==> src/rtl/mode_priv_ctrl.sv <==
module mode_priv_ctrl #(
  parameter int XLEN = 32
) (
  input  logic            clk,
  input  logic            rst_n,
  input  logic            exc_entry,
  input  logic            exc_ret,
  input  logic [3:0]      exc_ret_code,
  input  logic            sr_wr,
  input  logic            sr_rd,
  input  logic [2:0]      sr_sel,
  input  logic [XLEN-1:0] sr_wdata,
  output logic [XLEN-1:0] sr_rdata,
  input  logic [2:0]      mask_op,
  input  logic            isb,
  output logic            handler_mode,
  output logic            privileged,
  output logic            psp_active,
  output logic [XLEN-1:0] msp_val,
  output logic [XLEN-1:0] psp_val,
  output logic            primask,
  output logic            faultmask,
  output logic            ret_fault
);
  localparam logic [3:0] RET_HND    = 4'h1;
  localparam logic [3:0] RET_THR_MS = 4'h9;
  localparam logic [3:0] RET_THR_PS = 4'hD;

  logic       hnd_q, npriv_q, spsel_q, spsel_pend_q;
  logic [3:0] flags_q;

  assign handler_mode = hnd_q;
  assign privileged   = hnd_q | ~npriv_q;
  assign psp_active   = ~hnd_q & spsel_q;

  always_ff @(posedge clk or negedge rst_n) begin
    if (!rst_n) begin
      hnd_q        <= 1'b0;
      npriv_q      <= 1'b0;
      spsel_q      <= 1'b0;
      spsel_pend_q <= 1'b0;
      flags_q      <= '0;
      msp_val      <= '0;
      psp_val      <= '0;
      primask      <= 1'b0;
      faultmask    <= 1'b0;
      ret_fault    <= 1'b0;
    end else begin
      ret_fault <= 1'b0;
      if (exc_entry) begin
        hnd_q <= 1'b1;
      end else if (exc_ret) begin
        case (exc_ret_code)
          RET_HND:    hnd_q <= 1'b1;
          RET_THR_MS: begin hnd_q <= 1'b0; spsel_q <= 1'b0; spsel_pend_q <= 1'b0; end
          RET_THR_PS: begin hnd_q <= 1'b0; spsel_q <= 1'b1; spsel_pend_q <= 1'b1; end
          default:    ret_fault <= 1'b1;
        endcase
      end else if (sr_wr) begin
        if (sr_sel == 3'd0) begin
          flags_q <= sr_wdata[XLEN-1 -: 4];
        end else if (privileged) begin
          case (sr_sel)
            3'd1: begin npriv_q <= sr_wdata[0]; spsel_pend_q <= sr_wdata[1]; end
            3'd2: msp_val   <= {sr_wdata[XLEN-1:2], 2'b00};
            3'd3: psp_val   <= {sr_wdata[XLEN-1:2], 2'b00};
            3'd4: primask   <= sr_wdata[0];
            3'd5: faultmask <= sr_wdata[0];
            default: ;
          endcase
        end
      end else if (mask_op != 3'd0) begin
        if (privileged) begin
          case (mask_op)
            3'd1: primask   <= 1'b1;
            3'd2: primask   <= 1'b0;
            3'd3: faultmask <= 1'b1;
            3'd4: faultmask <= 1'b0;
            default: ;
          endcase
        end
      end else if (isb) begin
        spsel_q <= spsel_pend_q;
      end
    end
  end

  always_comb begin
    sr_rdata = '0;
    if (sr_rd) begin
      if (sr_sel == 3'd0) begin
        sr_rdata[XLEN-1 -: 4] = flags_q;
      end else if (privileged) begin
        case (sr_sel)
          3'd1: sr_rdata[1:0] = {spsel_q, npriv_q};
          3'd2: sr_rdata      = msp_val;
          3'd3: sr_rdata      = psp_val;
          3'd4: sr_rdata[0]   = primask;
          3'd5: sr_rdata[0]   = faultmask;
          default: ;
        endcase
      end
    end
  end
endmodule

==> config.mk <==
export PLATFORM = sky130hd
export DESIGN_NAME = mode_priv_ctrl
export DESIGN_NICKNAME = d
export VERILOG_FILES = /design/src/rtl/mode_priv_ctrl.sv
export SDC_FILE = /design/constraint.sdc
export NUM_CORES = 1
export LEC_CHECK = 0
export ABC_AREA = 1
export BUFFER_PORTS_ARGS = -buffer_cell sky130_fd_sc_hd__buf_2
export CAP_MARGIN = 0
export CORE_AREA = 2 2 108 110
export CTS_CLUSTER_SIZE = 24
export DETAILED_ROUTE_END_ITERATION = 6
export DIE_AREA = 0 0 110 112
export PLACE_DENSITY = 0.58
export SYNTH_ARGS = -nofsm -noshare
export SYNTH_HDL_FRONTEND = slang
export SYNTH_SLANG_ARGS = --single-unit
==> constraint.sdc <==
create_clock -name clk -period 3.65 [get_ports clk]
set_input_delay 0.1825 -clock clk [delete_from_list [all_inputs] [get_ports clk]]
set_output_delay 0.1825 -clock clk [all_outputs]
set_load 0.05 [all_outputs]
==> results.sh <==
export IMPL_core_area_mm2=0.0112
export IMPL_cts_sinks=71
export IMPL_yosys_warnings=0
export IMPL_finalHoldViolations=11
export IMPL_gp_congestion=0.792
export IMPL_syn2layout_area_growth_pct=25.0
export IMPL_htreeDepth=3
export IMPL_overflow=0
export IMPL_grt_util_all_layers_pct=15.7
export IMPL_finalMaxSlewViolations=0
export IMPL_setup_viol=0
export IMPL_ant_nets=0
export IMPL_fmax_mhz=458
export IMPL_critPathLaunch="npriv_q"
export IMPL_routedWlPerCell_um=12.9
export IMPL_period_needed_ps=2180
export IMPL_finalSetupTns_ps=0
export IMPL_tightestPinTransition_ps=925
export IMPL_grt_max_degree=72
export IMPL_nets=643
export IMPL_io_pins=151
export IMPL_grt_pass1_vias=3277
export IMPL_outcome="complete, but fails checks"
export IMPL_hold_buffers=0
export IMPL_place_area_mm2=0.00454
export IMPL_die_w_um=110
export IMPL_dieArea_mm2=0.0123
export IMPL_cp_max_fo=28
export IMPL_tritoncts="done"
export IMPL_rsz0062_at_grt="no"
export IMPL_grt_pass1_wl_um=15400
export IMPL_start_kind="register"
export IMPL_drt_pass1_iter_count=5
export IMPL_pwr_density_cell_mw_per_mm2=566
export IMPL_maxCapViolCount=0
export IMPL_relSlewSlack_pct=38.4
export IMPL_n_antenna_cell=0
export IMPL_crit_type="register to output pin"
export IMPL_num_vias=3435
export IMPL_violations="hold timing"
export IMPL_p_leak_nw=2.63
export IMPL_hp_class="primary input to async pin"
export IMPL_synth_cell_type_count=26
export IMPL_postCtsSetupRepairBufs=0
export IMPL_clock_path_buffers=2
export IMPL_drt_vias_per_instance=4.63
export IMPL_crit_path_end_kind="output pin"
export IMPL_ys_seq_area_share_pct=46.3
export IMPL_vdd_ir_drop_max_mv=0.226
export IMPL_dp_hpwl_um=6770
export IMPL_cts_made_buffers=9
export IMPL_timing_rr_start="npriv_q"
export IMPL_portBuffers=146
export IMPL_whs_ps=-12.7
export IMPL_cts_root_buf="clkbuf_16"
export IMPL_drtIter0Drc=188
export IMPL_drive_above_1_share_pct=39.6
export IMPL_rows=39
export IMPL_clock_latency_ps=310
export IMPL_antenna_found_initial=0
export IMPL_skew_ps=6.15
export IMPL_drcViolationCount=0
export IMPL_synth_cells=458
export IMPL_die_h_um=112
export IMPL_min_period_over_period_pct=59.8
export IMPL_netlist_area_mm2=0.00384
export IMPL_ys_ff_latch=71
export IMPL_path_clk_slew_ps=60
export IMPL_cp_arrival_ps=2000
export IMPL_cp_required_ps=3470
export IMPL_syn_area_per_cell_um2=8.38
export IMPL_cts_resized=0
export IMPL_stdcell_area_mm2=0.00480
export IMPL_wl_um=9540
export IMPL_start_util_pct=34.4
==> final timing paths <==
kind,endpoint,slack [ps],cells past startpoint
max,sr_rdata[30],1470,6
min,psp_val[7],-10,1
max reg2reg,msp_val[29],1900,6
min reg2reg,spsel_pend_q,470,2
max in group asynchronous,psp_val[27],3030,1
min in group clk,npriv_q,110,3
==> power by group <==
group | switching [mW] | internal (mW) | leakage [nW]
clock network | 0.307 | 0.457 | 0.126
logic | 0.708 | 0.209 | 1.58
registers | 0.110 | 0.923 | 0.930
==> through the flow <==
step / worst slack (ps) / hold WS, ps / power (mW) / std cells / utilization [%]
after floorplan: 904 / -113 / 1.73 / 461 / -
after global placement: 1470 / 374 / 1.96 / 726 / 40.6
after detailed placement: 1410 / 393 / 1.97 / 726 / 40.6
after CTS: 1420 / 49.1 / 2.75 / 742 / 42.9
after global routing: 1320 / 98.4 / 2.85 / 742 / 42.9
final: 1470 / -12.7 / 2.71 / 742 / 42.9
==> routing by layer <==
metal  wire, um  share of wire (%)  up-vias  global-route usage (%)
met2       4650                 49      124                    26.3
met4        128                1.3        0                    5.32
met3        520                5.4       10                    2.46
li1           -                  -     1718                       -
met5          0                  0        -                       0
met1       4240                 44     1583                    20.3
==> layout by cell type, fill, tap and decap left out, types with 4 or more instances in the layout <==
cell type	Yosys	final
nand2_1	177	177
a21oi_2	20	20
nand4_1	5	5
dfrtp_1	71	71
a21oi_1	6	6
inv_1	46	46
o21ai_2	46	46
nor2_1	10	10
o21ai_1	14	14
clkbuf_16	0	9
o21ai_0	8	8
buf_2	5	145
conb_1	1	4
nand3_1	12	12
==> cells by family after synthesis <==
kind of cell           count (synthesis)  share of synthesized area, %
AOI/OAI and AO/OA                     95                          18.9
buffers and inverters                 74                          10.8
DFF                                   71                          46.3
other                                  1                        0.0977
and+or+nand+nor                      217                          23.9
==> Yosys cell counts <==
master / count / area share (%)
a21oi_1: 6 / 0.78
a21oi_2: 20 / 4.6
a31oi_1: 1 / 0.16
buf_2: 5 / 0.65
buf_4: 5 / 0.98
buf_6: 15 / 4.4
clkinv_1: 1 / 0.098
conb_1: 1 / 0.098
dfrtp_1: 71 / 46
inv_1: 46 / 4.5
inv_2: 2 / 0.20
nand2_1: 177 / 17
nand2_2: 2 / 0.33
nand2_4: 3 / 0.88
nand3_1: 12 / 1.6
nand3_4: 1 / 0.46
nand3b_1: 1 / 0.20
nand4_1: 5 / 0.81
nor2_1: 10 / 0.98
nor2_4: 2 / 0.59
nor3_1: 2 / 0.26
nor3_4: 1 / 0.42
nor4_1: 1 / 0.16
o21ai_0: 8 / 1.0
o21ai_1: 14 / 1.8
o21ai_2: 46 / 10
==> flip-flops by register name (all words and copies together) (netlist names) <==
register / flops
psp_val: 30
handler_mode: 1
spsel_q: 1
spsel_pend_q: 1
faultmask: 1
flags_q: 4
npriv_q: 1
msp_val: 30
ret_fault: 1
primask: 1
==> final cells by class <==
cell class,instances,area [um2]
clock buffers,12,236
clock inverters,4,22.5
fillers,1149,6380
inverters,49,184
multi-input cells,316,1660
flip-flops and latches,71,1780
well taps,143,179
repair buffers,147,741
==> worst max-delay path, stage by stage, from the launching register on <==
cell	delay [ps]
dfrtp_1	450
nand2_4	140
nand3_4	400
inv_1	280
nand2_1	80
nand2_1	70
buf_2	260
Power figures use the tool's default switching activity.
